## config.mk

```make
export PLATFORM = sky130hd
export DESIGN_NAME = prio_intc
export DESIGN_NICKNAME = d
export VERILOG_FILES = /design/src/rtl/prio_intc_pkg.sv /design/src/rtl/prio_intc_srcdet.sv /design/src/rtl/prio_intc_arb.sv /design/src/rtl/prio_intc_nest.sv /design/src/rtl/prio_intc.sv
export SDC_FILE = /design/constraint.sdc
export NUM_CORES = 2
export LEC_CHECK = 0
export ABC_AREA = 1
export CAP_MARGIN = 10
export CORE_ASPECT_RATIO = 1.75
export CORE_MARGIN = 2
export CORE_UTILIZATION = 40
export DETAILED_ROUTE_END_ITERATION = 10
export SETUP_SLACK_MARGIN = 0.05
export SYNTH_ARGS = -nofsm -noshare
export SYNTH_HDL_FRONTEND = slang
export SYNTH_SLANG_ARGS = --single-unit
```

## constraint.sdc

```tcl
create_clock -name clk -period 77 [get_ports clk]
set_clock_uncertainty 0.2 [all_clocks]
set_input_delay 7.7 -clock clk [delete_from_list [all_inputs] [get_ports clk]]
set_output_delay 7.7 -clock clk [all_outputs]
set_load 0.02 [all_outputs]
```

## src/rtl/prio_intc_pkg.sv

```systemverilog
package prio_intc_pkg;
    // Address regions, selected by the bits above the source index
    localparam int RGN_MODE = 0;
    localparam int RGN_VEC  = 1;
    localparam int RGN_CTL  = 2;

    // Control region word offsets
    localparam int REG_VEC   = 0;
    localparam int REG_STAT  = 1;
    localparam int REG_EOI   = 2;
    localparam int REG_SPU   = 3;
    localparam int REG_ENSET = 4;
    localparam int REG_ENCLR = 5;
    localparam int REG_PCLR  = 6;
    localparam int REG_ENRD  = 7;
    localparam int REG_PEND  = 8;

    // Mode register layout: type in [1:0], priority starting here
    localparam int MODE_PRIO_LSB = 4;
endpackage

```

## src/rtl/prio_intc_srcdet.sv

```systemverilog
module prio_intc_srcdet #(
    parameter int N_SRC = 32
) (
    input  logic [N_SRC-1:0]      src_now,
    input  logic [N_SRC-1:0]      src_last,
    input  logic [N_SRC-1:0]      ext_ok,
    input  logic [N_SRC-1:0]      edge_pend,
    input  logic [N_SRC-1:0][1:0] trig,
    output logic [N_SRC-1:0]      edge_hit,
    output logic [N_SRC-1:0]      pend_eff
);
    for (genvar i = 0; i < N_SRC; i++) begin : g_src
        logic inv;
        logic is_edge;
        logic lvl_now;
        logic lvl_last;
        // inverted polarity only where permitted; otherwise falls back
        assign inv      = trig[i][1] & (ext_ok[i] | 1'(i == 0));
        assign is_edge  = trig[i][0];
        assign lvl_now  = src_now[i] ^ inv;
        assign lvl_last = src_last[i] ^ inv;
        assign edge_hit[i] = is_edge & lvl_now & ~lvl_last;
        assign pend_eff[i] = is_edge ? edge_pend[i] : lvl_last;
    end
endmodule

```

## src/rtl/prio_intc_arb.sv

```systemverilog
module prio_intc_arb #(
    parameter int N_SRC  = 32,
    parameter int PRIO_W = 3,
    parameter int ID_W   = $clog2(N_SRC)
) (
    input  logic [N_SRC-1:0]             req,
    input  logic [N_SRC-1:0][PRIO_W-1:0] prio,
    output logic                         valid,
    output logic [ID_W-1:0]              win_id,
    output logic [PRIO_W-1:0]            win_prio
);
    // Scan from the top index down; >= lets a lower index take a tie.
    always_comb begin
        valid    = 1'b0;
        win_id   = '0;
        win_prio = '0;
        for (int i = N_SRC - 1; i >= 0; i--) begin
            if (req[i] && (!valid || prio[i] >= win_prio)) begin
                valid    = 1'b1;
                win_id   = ID_W'(i);
                win_prio = prio[i];
            end
        end
    end
endmodule

```

## src/rtl/prio_intc_nest.sv

```systemverilog
module prio_intc_nest #(
    parameter int DEPTH  = 8,
    parameter int ID_W   = 5,
    parameter int PRIO_W = 3,
    parameter int CNT_W  = $clog2(DEPTH + 1)
) (
    input  logic              clk,
    input  logic              rst_n,
    input  logic              push,
    input  logic [ID_W-1:0]   push_id,
    input  logic [PRIO_W-1:0] push_prio,
    input  logic              pop,
    output logic              empty,
    output logic [ID_W-1:0]   top_id,
    output logic [PRIO_W-1:0] top_prio,
    output logic [CNT_W-1:0]  level
);
    localparam int IDX_W = (DEPTH > 1) ? $clog2(DEPTH) : 1;

    typedef struct packed {
        logic [DEPTH-1:0][ID_W-1:0]   id;
        logic [DEPTH-1:0][PRIO_W-1:0] pr;
        logic [CNT_W-1:0]             cnt;
    } nest_t;

    nest_t s_d, s_q;
    logic [CNT_W-1:0] top_idx;
    logic [IDX_W-1:0] top_sel;

    assign top_idx  = s_q.cnt - 1'b1;
    assign top_sel  = top_idx[IDX_W-1:0];
    assign empty    = (s_q.cnt == '0);
    assign top_id   = empty ? '0 : s_q.id[top_sel];
    assign top_prio = s_q.pr[top_sel];
    assign level    = s_q.cnt;

    always_comb begin
        s_d = s_q;
        if (pop && !empty) begin
            s_d.cnt = s_q.cnt - 1'b1;
        end else if (push && s_q.cnt != CNT_W'(DEPTH)) begin
            s_d.id[s_q.cnt[IDX_W-1:0]] = push_id;
            s_d.pr[s_q.cnt[IDX_W-1:0]] = push_prio;
            s_d.cnt = s_q.cnt + 1'b1;
        end
    end

    always_ff @(posedge clk) begin
        if (!rst_n) s_q <= '0;
        else        s_q <= s_d;
    end
endmodule

```

## src/rtl/prio_intc.sv

```systemverilog
module prio_intc
    import prio_intc_pkg::*;
#(
    parameter int N_SRC  = 32,
    parameter int PRIO_W = 3,
    parameter int VEC_W  = 32,
    parameter int DATA_W = 32,
    parameter int ADDR_W = 7
) (
    input  logic              clk,
    input  logic              rst_n,
    input  logic              bus_wr,
    input  logic              bus_rd,
    input  logic [ADDR_W-1:0] bus_addr,
    input  logic [DATA_W-1:0] bus_wdata,
    output logic [DATA_W-1:0] bus_rdata,
    input  logic [N_SRC-1:0]  src_in,
    input  logic [N_SRC-1:0]  src_ext,
    output logic              irq_n
);
    localparam int ID_W  = $clog2(N_SRC);
    localparam int RGN_W = ADDR_W - ID_W;
    localparam int DEPTH = 1 << PRIO_W;
    localparam int CNT_W = $clog2(DEPTH + 1);

    typedef struct packed {
        logic [N_SRC-1:0]             en;
        logic [N_SRC-1:0]             epend;
        logic [N_SRC-1:0]             src;
        logic [N_SRC-1:0][1:0]        trig;
        logic [N_SRC-1:0][PRIO_W-1:0] prio;
        logic [N_SRC-1:0][VEC_W-1:0]  vec;
        logic [VEC_W-1:0]             spu;
        logic                         spur;
    } ctl_t;

    ctl_t c_d, c_q;

    // address decode
    logic [RGN_W-1:0] rgn;
    logic [ID_W-1:0]  off;
    logic in_ctl, wr_mode, wr_vec, rd_vec;
    logic wr_eoi, wr_spu, wr_enset, wr_enclr, wr_pclr;

    assign rgn      = bus_addr[ADDR_W-1:ID_W];
    assign off      = bus_addr[ID_W-1:0];
    assign in_ctl   = (rgn == RGN_W'(RGN_CTL));
    assign wr_mode  = bus_wr && (rgn == RGN_W'(RGN_MODE));
    assign wr_vec   = bus_wr && (rgn == RGN_W'(RGN_VEC));
    assign rd_vec   = bus_rd && in_ctl && (off == ID_W'(REG_VEC));
    assign wr_eoi   = bus_wr && in_ctl && (off == ID_W'(REG_EOI));
    assign wr_spu   = bus_wr && in_ctl && (off == ID_W'(REG_SPU));
    assign wr_enset = bus_wr && in_ctl && (off == ID_W'(REG_ENSET));
    assign wr_enclr = bus_wr && in_ctl && (off == ID_W'(REG_ENCLR));
    assign wr_pclr  = bus_wr && in_ctl && (off == ID_W'(REG_PCLR));

    // source detection
    logic [N_SRC-1:0] edge_hit, pend_eff, en_q, cand;

    prio_intc_srcdet #(.N_SRC(N_SRC)) u_det (
        .src_now   (src_in),
        .src_last  (c_q.src),
        .ext_ok    (src_ext),
        .edge_pend (c_q.epend),
        .trig      (c_q.trig),
        .edge_hit  (edge_hit),
        .pend_eff  (pend_eff)
    );

    assign en_q = c_q.en;
    assign cand = en_q & pend_eff;

    // arbitration
    logic              arb_valid;
    logic [ID_W-1:0]   arb_id;
    logic [PRIO_W-1:0] arb_prio;

    prio_intc_arb #(.N_SRC(N_SRC), .PRIO_W(PRIO_W), .ID_W(ID_W)) u_arb (
        .req      (cand),
        .prio     (c_q.prio),
        .valid    (arb_valid),
        .win_id   (arb_id),
        .win_prio (arb_prio)
    );

    // nesting stack
    logic              nest_empty;
    logic [ID_W-1:0]   top_id;
    logic [PRIO_W-1:0] top_prio;
    logic [CNT_W-1:0]  nest_level;
    logic              irq_act, take;

    assign irq_act = arb_valid && (nest_empty || arb_prio > top_prio);
    assign take    = rd_vec && irq_act;
    assign irq_n   = ~irq_act;

    prio_intc_nest #(.DEPTH(DEPTH), .ID_W(ID_W), .PRIO_W(PRIO_W), .CNT_W(CNT_W)) u_nest (
        .clk       (clk),
        .rst_n     (rst_n),
        .push      (take),
        .push_id   (arb_id),
        .push_prio (arb_prio),
        .pop       (wr_eoi),
        .empty     (nest_empty),
        .top_id    (top_id),
        .top_prio  (top_prio),
        .level     (nest_level)
    );

    // next state
    logic [N_SRC-1:0] clr_mask, ack_mask;

    always_comb begin
        c_d      = c_q;
        c_d.src  = src_in;
        clr_mask = wr_pclr ? bus_wdata[N_SRC-1:0] : '0;
        ack_mask = '0;
        if (take) ack_mask[arb_id] = 1'b1;
        // a fresh edge outranks a clear in the same cycle
        c_d.epend = (c_q.epend & ~clr_mask & ~ack_mask) | edge_hit;
        if (wr_enset) c_d.en = c_q.en | bus_wdata[N_SRC-1:0];
        if (wr_enclr) c_d.en = c_q.en & ~bus_wdata[N_SRC-1:0];
        if (wr_mode) begin
            c_d.trig[off] = bus_wdata[1:0];
            c_d.prio[off] = bus_wdata[MODE_PRIO_LSB +: PRIO_W];
        end
        if (wr_vec) c_d.vec[off] = bus_wdata[VEC_W-1:0];
        if (wr_spu) c_d.spu = bus_wdata[VEC_W-1:0];
        if (rd_vec) c_d.spur = ~irq_act;
        if (wr_eoi) c_d.spur = 1'b0;
    end

    always_ff @(posedge clk) begin
        if (!rst_n) c_q <= '0;
        else        c_q <= c_d;
    end

    // read mux
    logic [DATA_W-1:0] rd_mux, mode_rd;

    always_comb begin
        mode_rd = '0;
        mode_rd[1:0] = c_q.trig[off];
        mode_rd[MODE_PRIO_LSB +: PRIO_W] = c_q.prio[off];
        rd_mux = '0;
        if (rgn == RGN_W'(RGN_MODE)) begin
            rd_mux = mode_rd;
        end else if (rgn == RGN_W'(RGN_VEC)) begin
            rd_mux = DATA_W'(c_q.vec[off]);
        end else if (in_ctl) begin
            case (off)
                ID_W'(REG_VEC):  rd_mux = DATA_W'(irq_act ? c_q.vec[arb_id] : c_q.spu);
                ID_W'(REG_STAT): rd_mux = (nest_empty || c_q.spur) ? '0 : DATA_W'(top_id);
                ID_W'(REG_SPU):  rd_mux = DATA_W'(c_q.spu);
                ID_W'(REG_ENRD): rd_mux = DATA_W'(en_q);
                ID_W'(REG_PEND): rd_mux = DATA_W'(pend_eff);
                default:         rd_mux = '0;
            endcase
        end
    end

    assign bus_rdata = bus_rd ? rd_mux : '0;
endmodule

```

# After elaboration in Yosys (flattened, before gate mapping)
# Cells that the tools add are included.
# totals
elab_cells	664
reg_bits	1381
output_inout_bits	33
# classes
bitwise	203
eq_ne	11
add_sub_neg	2
n_mux	171
n_reduce_logical	120
magnitude_cmp	39
# op_table
op	n
$bwmux 1024	1
$mux 32	12
$bmux 32 s5	2
$mux 5	36
$demux 32 s5	1
$pmux 32 s5	1
$and 32x32->32	4
$mux 3	36
$bwmux 96	1
$not 32->32	3
$and 1x1->1	95
$ge 3x3->1	31
$mux 1	65
$bwmux 64	1
$or 32x32->32	2
$xor 1x1->1	64
$logic_and 1x1->1	48
$bwmux 40	1
$not 1->1	35
$logic_or 1x1->1	33
$logic_not 1->1	32
$bwmux 24	1
$eq 5x3->1 const B	4
$bmux 3 s5	1
29 further kinds	36

# Logic depth before layout (Yosys ltp)
# logic_depth
depth_word	138
ltp_mapped	329

# Cells and area by module
# Synthesis repeated with hierarchy kept, for this count alone.
# hier_totals
hier_cells	10362
area_unflattened_um2	71342.2
# by_module_without_submodules
mod	area_per_inst_um2	instances	cells_per_inst
prio_intc	61341.3	1	8610
prio_intc_arb	4249.1	1	759
prio_intc_nest	3607.2	1	515
prio_intc_srcdet	2144.6	1	478

# Worst setup path after synthesis
# OpenSTA, ideal clock, no wires.
# synth_path
path_kind	input to output
startpoint	input port src_ext[31]
endpoint	output port bus_rdata[3]
slack_ns	30.570
cell_stages	320
t_arrival_ns	38.530
required_ns	69.100
cell_sequence	nand2_1 nand2_2 nand3_1 nand2_2 nand2_2 inv_1 nand2_1 ha_1 and3_1 nor2_1 nand3_1 nand2_1 nand2_1 o21ai_0 ha_1 o21ai_1 nand2_1 a21oi_2 [... 284 more ...] buf_8 buf_8 buf_8 inv_1 o21ai_1 ha_1 nand3_1 nand2_1 o21ai_0 nand2_2 clkinv_1 clkbuf_1 nor2_1 nor2_1 nand2_1 nand2_1 nand2_1 a21oi_1
# synth_via
elab_chain_len	138
word_cells_on_any_way	235
cone_classes	order compare: 32; mux: 105; bitwise: 3; reduce/logical: 95
# synth_lines
item	line	text
from (decl)	prio_intc.sv:18	input logic [N_SRC-1:0] src_ext,
$and 1x1->1 (*)	prio_intc_srcdet.sv:18	assign inv = trig[i][1] & (ext_ok[i] | 1'(i == 0));
$xor 1x1->1 (*)	prio_intc_srcdet.sv:21	assign lvl_last = src_last[i] ^ inv;
$mux 1 (*)	prio_intc_srcdet.sv:23	assign pend_eff[i] = is_edge ? edge_pend[i] : lvl_last;
$and 32x32->32 (*)	prio_intc.sv:71	assign cand = en_q & pend_eff;
branches (longest 128 deep; another with $ge 3x3->1)	n/a	
$mux 32 (*)	prio_intc.sv:152	ID_W'(REG_VEC): rd_mux = DATA_W'(irq_act ? c_q.vec[arb_id] : c_q.spu);
$pmux 32 s5 (*)	prio_intc.sv:151	case (off)
$mux 32 (*)	prio_intc.sv:150	end else if (in_ctl) begin
$mux 32 (*)	prio_intc.sv:148	end else if (rgn == RGN_W'(RGN_VEC)) begin
$mux 32 (*)	prio_intc.sv:146	if (rgn == RGN_W'(RGN_MODE)) begin
$mux 32 (*)	prio_intc.sv:162	assign bus_rdata = bus_rd ? rd_mux : '0;
to (decl)	prio_intc.sv:16	output logic [DATA_W-1:0] bus_rdata,
# Mark *: on every way between the ends. The select of a mux whose other input is x is not followed.

# Worst setup path after layout
# layout_path
startpoint	input port src_ext[31]
endpoint	output port bus_rdata[28]
# Same word-level chain as after synthesis.

==> flow_metrics.tcl <==
set metrics [dict create \
    status "completed" \
    viasPerCell 6.06 \
    worst-setup-path-type "in -> out" \
    seqCellArea_sq_um 27600 \
    clk_latency_ns 0.82 \
    multi_input_area_sq_um 40200 \
    portBuffers 138 \
    antenna_found_initial 27 \
    start_kind "input port" \
    cts-resized-gates 0 \
    drive_above_1_share_pct 6.05 \
    avgSynthCellArea_sq_um 6.66 \
    final_cells 13700 \
    grt_start_max_net_pins 263 \
    dp_cells 13400 \
    cts.clk_slew.worst_paths_ns 0.06 \
    cts_sinks 1381 \
    cpMostUsedCell "nand2_1" \
    grt_usage_pct 35.1 \
    first_pass_iters 7 \
    numCtsBuffers 142 \
    critical_path_required_ns 69.10 \
    period_minus_slack_ns 55.18 \
    critPathMaxFanout 111 \
    start_util_pct 40.2 \
    ctsLongestPathBuffers 4 \
    ys_ff_latch 1381 \
    ys_warn_count 0 \
    slew_viol_final 0 \
    wirelength_mm 358 \
    die_x_um 336 \
    htree_levels 4 \
    end_kind "primary output" \
    finalHoldViolations 0 \
    globalplace.congestion 0.991 \
    die-area_sq_um 196000 \
    core_area_sq_um 192000 \
    num-fill-cells 19900 \
    hold_buffers 0 \
    syn_inst 11600 \
    max_stage_delay_ns 0.76 \
    fin_tns_setup_ns 0 \
    grt_setup_unrepaired "no" \
    final.setup.worst_slack_ns 21.82 \
    slew_headroom_pct 4.87 \
    p_leak_nw 33.7 \
    syn2layout_area_growth_pct 7.44 \
    async_flop_share_pct 0 \
    max_cap_violations 0 \
    drtIter0Drc 10200 \
    finalSetupViolCount 0 \
    cts_tree "yes" \
    post-place-ws_ns 22.41 \
    wl_per_cell_um 26.1 \
    cpMaxStageDelayCell "buf_4" \
    dieHeight_um 585 \
    vdd_drop_max_mv 0.0195 \
    dp_hpwl_mm 216 \
    io_pins 140 \
    drc 0 \
    finalCritPeriodShare_pct 71.7 \
    hold_class "reg -> reg" \
    clock-root-buffer "clkbuf_16" \
    synth_area_sq_um 77100 \
    fmaxAchievable_mhz 18.1 \
    synthesis.nets 11700 \
    timing.hold.ws_ns 0.260 \
    ys.flop_type "dfxtp_1" \
    synth-edff-count 0 \
    num_rows 213 \
    vias 83000 \
    ys_types 69 \
    final_nets 11300 \
    grt_pass1_vias 76300 \
    ys_seq_area_share_pct 35.9 \
    overflow 0 \
    worst_pin_slew_ns 1.42 \
    arrival_ns 47.28 \
    antenna_left 0 \
    power.density_nw_per_um2 19.2 \
    grt_pass1_wl_mm 514 \
    cts_setup_buffers 0 \
]
registers in the layout, indices dropped and copies added, names as in the netlist, named ones only:
name          cells
c_q            1281
u_nest.level      4
u_nest.s_q       64
cell usage in the layout (no fill, tap or decap), drive strengths merged, types with 50 or more instances in the layout:
cell,n
clkdlybuf4s50,133
nand3b,320
nand3,284
nor2,410
o211ai,60
clkinv,64
dfxtp,1381
o22ai,443
inv,1132
a21oi,1504
clkbuf,202
nand2,3030
ha,73
buf,206
o221ai,50
nor3,54
o21ai,1582
critical path: cells and delay by family:
| family | cells | cell delay, ns |
|---|---|---|
| buf+inv | 58 | 6.43 |
| compound gates | 66 | 9.95 |
| fa+ha+maj | 31 | 9.05 |
| simple gates | 160 | 13.62 |
power by group:
group | total, W | internal, W | leakage [nW] | switching [W]
Sequential | 0.000719 | 0.000718 | 11.1 | 0.00000188
Clock | 0.000705 | 0.000390 | 2.19 | 0.000315
Combinational | 0.000164 | 0.0000424 | 20.3 | 0.000122
Total | 0.00159 | 0.00115 | 33.7 | 0.000439
cells in the mapped netlist, drive strengths merged (8+ instances only):
cell type	instances	share of area, %
a2111oi	9	0.10
a211oi	40	0.39
a21oi	1504	9.8
a221oi	43	0.49
a31oi	24	0.19
buf	291	3.4
clkbuf	628	3.1
clkinv	36	0.18
dfxtp	1381	36
dlygate4sd1	8	0.091
dlymetal6s2s	8	0.13
ha	73	1.2
inv	1133	5.5
nand2	3030	15
nand3	284	1.9
nand3b	320	3.1
nand4	14	0.11
nor2	410	2.2
nor3	54	0.43
o2111ai	41	0.47
o211ai	60	0.58
o21ai	1582	10
o221ai	50	0.57
o22ai	443	3.6
o311ai	40	0.45
cells by family after synthesis:
kind of cell               count (synthesis)  synth area share (%)
DFF                                     1381                  35.9
AOI/OAI and AO/OA                       3874                  27.3
xor gates and xnor gates                   3                0.0341
and+or+nand+nor                         4128                  23.2
buffers and inverters                   2108                  12.4
adders and majority gates                 73                  1.18
stage by stage:
stage	cell area, sq um	util [%]	total power (W)
6_report	82800	43.2	0.00159
5_1_grt	82800	43.1	0.00162
4_1_cts	82800	43.1	0.00158
3_5_place_dp	78400	40.8	0.000893
3_3_place_gp	78400	40.8	0.000892
2_1_floorplan	77100	-	0.000825
final cells by class:
class | count | share of cell area, %
Antenna cell | 11 | 0.0332
Clock buffer | 201 | 4.90
Clock inverter | 37 | 0.449
Inverter | 1169 | 5.35
Multi-Input combinational cell | 8078 | 48.5
Sequential cell | 1381 | 33.4
Tap cell | 2472 | 3.73
Timing Repair Buffer | 340 | 3.62
worst paths after layout:
check | slack [ns] | cells after the start | to | start
min reg2reg | 0.26 | 2 | u_nest.s_q[12]$_SDFFE_PN0P_ | u_nest.s_q[12]$_SDFFE_PN0P_
max | 21.82 | 315 | bus_rdata[28] | src_ext[31]
max reg2reg | 38.26 | 314 | u_nest.s_q[12]$_SDFFE_PN0P_ | c_q[1216]$_SDFFE_PN0P_
min | 0.26 | 2 | u_nest.s_q[12]$_SDFFE_PN0P_ | u_nest.s_q[12]$_SDFFE_PN0P_
layer usage:
layer / share of wire [%] / track usage (%) / vias to the layer above
met5: 0.015 / 0 / -
met4: 11 / 31.0 / 10
met3: 11 / 6.75 / 1583
met2: 43 / 55.1 / 5278
met1: 36 / 40.7 / 38400
li1: - / - / 37700
Power figures use the tool's default switching activity.
